[src/rtl/i2c_tgt_pkg.sv]
package i2c_tgt_pkg;

    localparam int BYTE_W    = 8;
    localparam int ADDR_W    = 7;
    localparam int STRAP_W   = 2;
    localparam int ADDR_HI_W = ADDR_W - STRAP_W;
    localparam int CNT_W     = $clog2(BYTE_W + 1);
    localparam int LINE_CNT  = 2;
    localparam int LINE_SCL  = 0;
    localparam int LINE_SDA  = 1;

    typedef enum logic [2:0] {
        ST_IDLE,
        ST_ADDR,
        ST_ADDR_ACK,
        ST_WDATA,
        ST_WACK,
        ST_RDATA,
        ST_SKIP
    } tgt_state_e;

    typedef struct packed {
        logic start;
        logic stop;
        logic scl_rise;
        logic scl_fall;
        logic sda;
    } bus_evt_t;

    function automatic logic addr_hit(
        input logic [BYTE_W-1:0]    first_byte,
        input logic [ADDR_HI_W-1:0] fixed_hi,
        input logic [STRAP_W-1:0]   strap
    );
        return first_byte[BYTE_W-1:1] == {fixed_hi, strap};
    endfunction

endpackage

[src/rtl/i2c_glitch_filter.sv]
module i2c_glitch_filter #(
    parameter int SYNC_STAGES = 2,
    parameter int HOLD_CYCLES = 4
) (
    input  logic clk,
    input  logic rst,
    input  logic raw,
    output logic clean
);
    localparam int CW = $clog2(HOLD_CYCLES) + 1;

    logic [SYNC_STAGES-1:0] sync_q;
    logic [CW-1:0]          run_cnt;
    logic                   synced;

    assign synced = sync_q[SYNC_STAGES-1];

    always_ff @(posedge clk) begin
        if (rst) begin
            sync_q  <= '1;
            clean   <= 1'b1;
            run_cnt <= '0;
        end else begin
            sync_q <= {sync_q[SYNC_STAGES-2:0], raw};
            if (synced != clean) begin
                if (run_cnt == CW'(HOLD_CYCLES - 1)) begin
                    clean   <= synced;
                    run_cnt <= '0;
                end else begin
                    run_cnt <= run_cnt + CW'(1);
                end
            end else begin
                run_cnt <= '0;
            end
        end
    end
endmodule

[src/rtl/i2c_bus_events.sv]
module i2c_bus_events
    import i2c_tgt_pkg::*;
(
    input  logic     clk,
    input  logic     rst,
    input  logic     scl_f,
    input  logic     sda_f,
    output bus_evt_t evt
);
    logic scl_q;
    logic sda_q;

    always_ff @(posedge clk) begin
        if (rst) begin
            scl_q <= 1'b1;
            sda_q <= 1'b1;
        end else begin
            scl_q <= scl_f;
            sda_q <= sda_f;
        end
    end

    always_comb begin
        evt.start    = scl_f & scl_q & sda_q & ~sda_f;
        evt.stop     = scl_f & scl_q & ~sda_q & sda_f;
        evt.scl_rise = scl_f & ~scl_q;
        evt.scl_fall = ~scl_f & scl_q;
        evt.sda      = sda_f;
    end
endmodule

[src/rtl/i2c_txn_fsm.sv]
module i2c_txn_fsm
    import i2c_tgt_pkg::*;
#(
    parameter logic [ADDR_HI_W-1:0] ADDR_HI = 5'b00111
) (
    input  logic               clk,
    input  logic               rst,
    input  bus_evt_t           evt,
    input  logic [STRAP_W-1:0] strap,
    input  logic [BYTE_W-1:0]  rd_data,
    output logic               sda_oe,
    output logic [BYTE_W-1:0]  wr_data,
    output logic               wr_strobe,
    output logic               idle
);
    tgt_state_e        state;
    logic [BYTE_W-1:0] shreg;
    logic [CNT_W-1:0]  bitcnt;
    logic              rw;
    logic              byte_done;

    assign byte_done = (bitcnt == CNT_W'(BYTE_W));
    assign idle      = (state == ST_IDLE);

    always_ff @(posedge clk) begin
        if (rst) begin
            state     <= ST_IDLE;
            shreg     <= '0;
            bitcnt    <= '0;
            rw        <= 1'b0;
            sda_oe    <= 1'b0;
            wr_data   <= '0;
            wr_strobe <= 1'b0;
        end else begin
            wr_strobe <= 1'b0;
            if (evt.start) begin
                state  <= ST_ADDR;
                bitcnt <= '0;
                sda_oe <= 1'b0;
            end else if (evt.stop) begin
                state  <= ST_IDLE;
                sda_oe <= 1'b0;
            end else begin
                unique case (state)
                    ST_ADDR: begin
                        if (evt.scl_rise && !byte_done) begin
                            shreg  <= {shreg[BYTE_W-2:0], evt.sda};
                            bitcnt <= bitcnt + CNT_W'(1);
                        end else if (evt.scl_fall && byte_done) begin
                            if (addr_hit(shreg, ADDR_HI, strap)) begin
                                sda_oe <= 1'b1;
                                rw     <= shreg[0];
                                state  <= ST_ADDR_ACK;
                            end else begin
                                state <= ST_IDLE;
                            end
                        end
                    end
                    ST_ADDR_ACK: begin
                        if (evt.scl_fall) begin
                            bitcnt <= '0;
                            if (rw) begin
                                shreg  <= rd_data;
                                sda_oe <= ~rd_data[BYTE_W-1];
                                state  <= ST_RDATA;
                            end else begin
                                sda_oe <= 1'b0;
                                state  <= ST_WDATA;
                            end
                        end
                    end
                    ST_WDATA: begin
                        if (evt.scl_rise && !byte_done) begin
                            shreg  <= {shreg[BYTE_W-2:0], evt.sda};
                            bitcnt <= bitcnt + CNT_W'(1);
                        end else if (evt.scl_fall && byte_done) begin
                            sda_oe    <= 1'b1;
                            wr_data   <= shreg;
                            wr_strobe <= 1'b1;
                            state     <= ST_WACK;
                        end
                    end
                    ST_WACK: begin
                        if (evt.scl_fall) begin
                            sda_oe <= 1'b0;
                            state  <= ST_SKIP;
                        end
                    end
                    ST_RDATA: begin
                        if (evt.scl_rise && !byte_done) begin
                            bitcnt <= bitcnt + CNT_W'(1);
                        end else if (evt.scl_fall) begin
                            if (byte_done) begin
                                sda_oe <= 1'b0;
                                state  <= ST_SKIP;
                            end else begin
                                shreg  <= {shreg[BYTE_W-2:0], 1'b0};
                                sda_oe <= ~shreg[BYTE_W-2];
                            end
                        end
                    end
                    default: begin
                        sda_oe <= 1'b0;
                    end
                endcase
            end
        end
    end
endmodule

[src/rtl/strap_i2c_target.sv]
module strap_i2c_target
    import i2c_tgt_pkg::*;
#(
    parameter int                   SYNC_STAGES   = 2,
    parameter int                   FILTER_CYCLES = 4,
    parameter logic [ADDR_HI_W-1:0] ADDR_HI       = 5'b00111
) (
    input  logic               clk,
    input  logic               rst,
    input  logic               scl_i,
    input  logic               sda_i,
    output logic               sda_oe,
    input  logic [STRAP_W-1:0] strap_addr,
    input  logic [BYTE_W-1:0]  rd_data,
    output logic [BYTE_W-1:0]  wr_data,
    output logic               wr_strobe
);
    logic [LINE_CNT-1:0] raw_lines;
    logic [LINE_CNT-1:0] clean_lines;
    logic                scl_f;
    logic                sda_f;
    logic                fsm_idle;
    bus_evt_t            evt;

    assign raw_lines[LINE_SCL] = scl_i;
    assign raw_lines[LINE_SDA] = sda_i;

    for (genvar g = 0; g < LINE_CNT; g++) begin : g_line
        i2c_glitch_filter #(
            .SYNC_STAGES(SYNC_STAGES),
            .HOLD_CYCLES(FILTER_CYCLES)
        ) u_filt (
            .clk  (clk),
            .rst  (rst),
            .raw  (raw_lines[g]),
            .clean(clean_lines[g])
        );
    end

    assign scl_f = clean_lines[LINE_SCL];
    assign sda_f = clean_lines[LINE_SDA];

    i2c_bus_events u_evt (
        .clk  (clk),
        .rst  (rst),
        .scl_f(scl_f),
        .sda_f(sda_f),
        .evt  (evt)
    );

    i2c_txn_fsm #(
        .ADDR_HI(ADDR_HI)
    ) u_fsm (
        .clk      (clk),
        .rst      (rst),
        .evt      (evt),
        .strap    (strap_addr),
        .rd_data  (rd_data),
        .sda_oe   (sda_oe),
        .wr_data  (wr_data),
        .wr_strobe(wr_strobe),
        .idle     (fsm_idle)
    );
endmodule

[config.mk]
export PLATFORM = sky130hd
export DESIGN_NAME = strap_i2c_target
export DESIGN_NICKNAME = d
export VERILOG_FILES = /design/src/rtl/i2c_tgt_pkg.sv /design/src/rtl/i2c_glitch_filter.sv /design/src/rtl/i2c_bus_events.sv /design/src/rtl/i2c_txn_fsm.sv /design/src/rtl/strap_i2c_target.sv
export SDC_FILE = /design/constraint.sdc
export NUM_CORES = 1
export LEC_CHECK = 0
export CORE_ASPECT_RATIO = 0.8
export CORE_UTILIZATION = 57
export CTS_BUF_LIST = sky130_fd_sc_hd__clkbuf_4 sky130_fd_sc_hd__clkbuf_8
export CTS_CLUSTER_DIAMETER = 100
export DETAILED_ROUTE_END_ITERATION = 6
export GPL_TIMING_DRIVEN = 0
export PLACE_DENSITY_LB_ADDON = 0.15
export SLEW_MARGIN = 15
export SYNTH_ARGS = -nofsm -noshare
export SYNTH_HDL_FRONTEND = slang
export SYNTH_SLANG_ARGS = --single-unit
[constraint.sdc]
create_clock -name clk -period 2.7 [get_ports clk]
set_clock_uncertainty 0.2 [all_clocks]
set_input_delay 0.54 -clock clk [delete_from_list [all_inputs] [get_ports clk]]
set_output_delay 0.54 -clock clk [all_outputs]
set_load 0.01 [all_outputs]
# After elaboration in Yosys (flattened, before gate mapping)

Cells that the tools add are included.
W data, S select, Z words.

Flip-flop bits (word level): 40
Bits of input ports: 14
Output and inout bits: 10
Logic and storage cells: 132

Add/sub/neg operators: 3
Equality and inequality tests: 34
Mux-type cells: 37
Bitwise gates (word level): 19
Reductions and logical operators: 23

Operators with widths:

| operator              | number |
|---|---|
| $mux W8               | 6 |
| $mux W3               | 10 |
| $ne A4 B3 Y1 const B  | 6 |
| $pmux W8 S3           | 1 |
| $ne A2 B1 Y1 const B  | 10 |
| $reduce_and A10 Y1    | 2 |
| $reduce_and A9 Y1     | 2 |
| $pmux W3 S5           | 1 |
| $mux W1               | 14 |
| $eq A3 B2 Y1 const B  | 4 |
| $ne A4 B4 Y1 const B  | 3 |
| $not A1 Y1            | 12 |
| $reduce_or A3 Y1      | 4 |
| $mux W4               | 2 |
| $ne A2 B2 Y1 const B  | 4 |
| $pmux W4 S2           | 1 |
| $and A1 B1 Y1         | 7 |
| $eq A7 B5 Y1          | 1 |
| $reduce_bool A7 Y1    | 1 |
| $add A3 B1 Y3 const B | 2 |
| $eq A3 B3 Y1 const B  | 2 |
| $reduce_and A6 Y1     | 1 |
| $pmux W1 S5           | 1 |
| $reduce_and A5 Y1     | 1 |
| 14 further kinds      | 18 |

# Longest topological paths before layout

Depth after elaboration: 8
Depth in mapped cells: 8
Depth with buffers taken out: 6

# By module

A second synthesis with hierarchy kept.

Cells, all modules: 201
Area, all modules: 2004.4 µm²

By module, submodules not included:

| module            | times used | cells an instance | area an instance (µm²) | sequential area each (µm²) |
|---|---|---|---|---|
| i2c_txn_fsm       | 1          | 158               | 1483.9                 | 520.5 |
| i2c_glitch_filter | 2          | 17                | 214.0                  | 120.1 |
| i2c_bus_events    | 1          | 9                 | 92.6                   | 40.0 |

# Worst setup path before layout

Ideal clock, no wire load.

Path type: register to register
Start point: reg u_fsm.bitcnt[0]
End point: reg u_fsm.shreg[0]
Setup time: 0.142 ns
Arrival time: 1.623 ns
Data required time: 2.358 ns
Path slack: 0.735 ns
Stages on the path, launching flop included: 9
Path buffers: 2
Clock period less this slack: 1.965 ns
Cell sequence: dfxtp_1 > inv_1 > ha_1 > and3b_1 > clkbuf_1 > o21ai_4 > and4_4 > buf_6 > a211oi_2

Word-level cells in the longest chain between the ends: 5
Elaborated cells between the ends (all ways): 7
Those cells by class: 4 x eq/ne; 3 x reduce/logical

RTL lines:

| item                                                          | RTL line                                                | source |
|---|---|---|
| start, declared                                               | i2c_txn_fsm.sv:18                                       | `logic [CNT_W-1:0] bitcnt;` |
| start signal, assigned                                        | i2c_txn_fsm.sv:48                                       | `bitcnt <= bitcnt + CNT_W'(1);` |
| start signal, assigned                                        | i2c_txn_fsm.sv:75                                       | `bitcnt <= bitcnt + CNT_W'(1);` |
| start signal, assigned                                        | i2c_txn_fsm.sv:91                                       | `bitcnt <= bitcnt + CNT_W'(1);` |
| $eq A4 B4 Y1 *                                                | i2c_txn_fsm.sv:22                                       | `assign byte_done = (bitcnt == CNT_W'(BYTE_W));` |
| $logic_not A1 Y1                                              | i2c_txn_fsm.sv:46, i2c_txn_fsm.sv:73, i2c_txn_fsm.sv:90 |  |
| $logic_and A1 B1 Y1                                           | i2c_txn_fsm.sv:46, i2c_txn_fsm.sv:73, i2c_txn_fsm.sv:90 |  |
| $ne A2 B2 Y1 (no line) / $ne A2 B1 Y1 (equally long branches) | -                                                       |  |
| $reduce_and A9 Y1 (no line) *                                 | -                                                       |  |
| end signal, assigned                                          | i2c_txn_fsm.sv:47                                       | `shreg <= {shreg[BYTE_W-2:0], evt.sda};` |
| end signal, assigned                                          | i2c_txn_fsm.sv:74                                       | `shreg <= {shreg[BYTE_W-2:0], evt.sda};` |
| end signal, assigned                                          | i2c_txn_fsm.sv:97                                       | `shreg <= {shreg[BYTE_W-2:0], 1'b0};` |
| end, declared                                                 | i2c_txn_fsm.sv:17                                       | `logic [BYTE_W-1:0] shreg;` |

Mark *: on every way between the ends. The rest lies on a longest branch, timed or not.
A chain may end at the register's enable or synchronous reset.

# Worst setup path in the final report

Start point: reg u_fsm.bitcnt[0]
End point: reg u_fsm.shreg[1]

The elaborated chain is that of the path after synthesis.

==> flow_summary_export.csv <==
group,metric,value,unit
outcome,status,"finished clean",
power_and_ir_drop,clock_power_share,0.442,
global_route,overflow,0,
place,place_congestion,0.891,
critical_path,r2r_slack,0.49,ns
die,die_area,0.00378,sq mm
clock_tree,clock_path_buffers,2,
worst_hold_path,holdCritStartpoint,"g_line[0].u_filt.sync_q[0]",
run,cap_violations,0,
sta,hold_viol,0,
finish,layout.cells.most_common,"dfxtp_1",
die,num_rows,18,
synth,synth_fp_nets,222,
sta,setup_viol,0,
finish,n_fill_cell,236,
synth,synth_area,0.00202,sq mm
critical_path,reg2reg_to,"u_fsm.shreg[1]",
sta,slew_headroom,0.595,
sta,post-route-min-period,2.21,ns
drt,wl_per_cell,16.3,microns
die,die_h,55.2,microns
clock_tree,cts_setup_buffers,0,
critical_path,cp_slowest_cell,"dfxtp_1",
critical_path,cp-end-kind,"register",
clock_tree,cts-resized-gates,0,
die,io_pins,24,
sta,min_period_over_period,0.820,
power_and_ir_drop,peakVddDrop,0.000516,V
critical_path,worstPathMaxFanout,9,
synth,avgSynthCellArea,9.98,sq um
clock_tree,clk_pin_slew_worst_paths,0.08,ns
global_route,grt_pass1_vias,1439,
critical_path,required,2.66,ns
critical_path,criticalPathCategory,"reg2reg",
drt,wl,4440,microns
place,dpl.hpwl,3120,microns
power_and_ir_drop,power.switching,0.000250,W
global_route,grt_max_degree,15,
power_and_ir_drop,power.share.sequential,0.519,
critical_path,crit_arrival,2.18,ns
power_and_ir_drop,p_sw_frac,0.218,
worst_hold_path,hold_depth,1,
place,portBuffers,23,
sta,rsz0062_at_grt,"false",
clock_tree,tritoncts,"built",
worst_hold_path,min_to,"g_line[0].u_filt.sync_q[1]",
critical_path,cpPeakStageDelay,0.38,ns
finish,final_cell_mix,"dfxtp_1, clkdlybuf4s50_1, mux2i_1, nor2_1, inv_1",
finish,final_nets,252,
clock_tree,ctsHoldBuffers,0,
drt,drtIter0Drc,123,
sta,worst_pin_slew,0.608,ns
clock_tree,clock_latency,0.30,ns
drt,drt-pass1-iter-count,4,
power_and_ir_drop,power,0.00115,W
critical_path,r2r_cells,8,
sta,timing.setup.tns,0,ns
power_and_ir_drop,power_density,475,mW/mm^2
synth,netlist_instances,202,
drt,viasPerCell,5.92,
sta,slew_violations,0,
clock_tree,clock-root-buffer,"clkbuf_8",
synth,synthDistinctLibCells,51,
finish,postLayoutCoreUtil,0.749,
critical_path,startpoint_type,"register",
drt,antenna_left,0,
finish,postLayoutCellArea,0.00241,sq mm
place,placed_cell_area,0.00230,sq mm
critical_path,worst-path-buf-inv,3,
clock_tree,numCtsBuffers,5,
critical_path,r2r_start,"u_fsm.bitcnt[0]",
clock_tree,cts_sinks,40,
synth,async_flop_share,0,
finish,drive_gt1_frac,0.172,
power_and_ir_drop,p_leak,0.798,nW
drt,dr_total_vias,1617,
die,initial_core_util,0.626,
die,core,0.00322,sq mm
synth,synth_edf_count,0,
power_and_ir_drop,power.share.combinational,0.039,
global_route,grtUsageTotal,0.256,
synth,yosysSeqAreaShare,0.397,
synth,yosys_warnings,0,
synth,synth_seq_cells,40,
power_and_ir_drop,p_int,0.000896,W
die,fp.dieW,68.5,microns
clock_tree,cts_max_level,2,
synth,synthFlopType,"dfxtp_1",
drt,drc,0,
worst_hold_path,worstHoldPathType,"reg2reg",
global_route,grt_antenna_before_repair,0,
global_route,grt_pass1_wl,6970,microns
sta,fmax,452,MHz
finish,area_growth,19.6,%
finish,num_antenna_cells,0,
critical_path,worstPathCellList,"inv_1 > ha_1 > and3b_1 > clkbuf_1 > o21ai_4 > and4_4 > buf_6 > a211oi_2",
critical_path,critPathTopFamily,"simple AND/OR/NAND/NOR gates",
## Yosys cell counts (3+ instances only)
cell type | instances | area (sq um)
nand2b_1 | 5 | 31.3
o21ai_0 | 4 | 20.0
buf_6 | 4 | 45.0
clkbuf_1 | 4 | 15.0
inv_1 | 11 | 41.3
a21oi_1 | 9 | 45.0
nand3_1 | 5 | 25.0
and3b_1 | 3 | 26.3
dfxtp_1 | 40 | 801
nand2_1 | 3 | 11.3
nor2_1 | 15 | 56.3
o31ai_1 | 3 | 22.5
a211oi_2 | 8 | 100
a41oi_1 | 8 | 70.1
or2_2 | 6 | 37.5
ha_1 | 6 | 75.1
xor2_1 | 3 | 26.3
nor4_1 | 3 | 18.8
mux2i_1 | 17 | 170
nor2b_1 | 6 | 37.5
## stage by stage
step	setup WS [ns]	hold WS, ns	std cells
5_1_grt	0.402	0.239	273
4_1_cts	0.503	0.222	273
3_3_place_gp	0.266	0.191	265
3_5_place_dp	0.226	0.196	265
6_report	0.486	0.219	273
2_1_floorplan	0.735	0.189	202
## cell families after synthesis
group                    Yosys count  synth area share
flip-flops                        40             0.397
AND/OR/NAND/NOR                   62             0.187
XOR/XNOR                           5            0.0217
AO/OA/AOI/OAI                     48             0.207
buffers and inverters             24            0.0652
multiplexers                      17            0.0844
adder cells (fa/ha/maj)            6            0.0372
## state kept, by name (all words and copies together), names as in the netlist
signal,flops
u_fsm.rw,1
g_line.u_filt.clean,2
g_line.u_filt.run_cnt,6
u_fsm.state,3
u_evt.sda_q,1
u_fsm.sda_oe,1
u_fsm.bitcnt,4
u_fsm.shreg,8
g_line.u_filt.sync_q,4
u_fsm.wr_strobe,1
u_evt.scl_q,1
u_fsm.wr_data,8
## area by class of cell
type                    count  area (sq um)  area share
multi-input cells         138          1080       0.449
flip-flops and latches     40           801       0.332
repair buffers             23           230      0.0955
plain buffers              13          90.1      0.0374
clock buffers               5          68.8      0.0285
well taps                  40          50.0      0.0208
clock inverters             3          46.3      0.0192
inverters                  11          41.3      0.0171
## per-layer routing
metal  track usage  wire length (microns)
met1         0.345                   2180
met2         0.400                   1990
met3        0.0533                    222
met4         0.101                     53
met5             0                      0
## worst max path at each step
| stage | from | end | slack [ns] | cells past startpoint |
|---|---|---|---|---|
| global placement | strap_addr[1] | u_fsm.sda_oe | 0.27 | 5 |
| floorplan | u_fsm.bitcnt[0] | u_fsm.shreg[0] | 0.74 | 8 |
| detailed placement | strap_addr[1] | u_fsm.sda_oe | 0.23 | 5 |
| CTS | u_fsm.bitcnt[0] | u_fsm.shreg[1] | 0.50 | 8 |
| global route | strap_addr[1] | u_fsm.sda_oe | 0.40 | 5 |
| finish | u_fsm.bitcnt[0] | u_fsm.shreg[1] | 0.49 | 8 |
## power by group through the flow
stage / clock [W] / combinational, W / sequential [W]
after global routing: 0.000532 / 0.0000481 / 0.000595
final: 0.000506 / 0.0000449 / 0.000595
after CTS: 0.000512 / 0.0000450 / 0.000595
after floorplan: 0 / 0.0000191 / 0.000608
after detailed placement: 0 / 0.0000445 / 0.000609
after global placement: 0 / 0.0000423 / 0.000608
No activity file was read; power rests on OpenSTA's default activity.
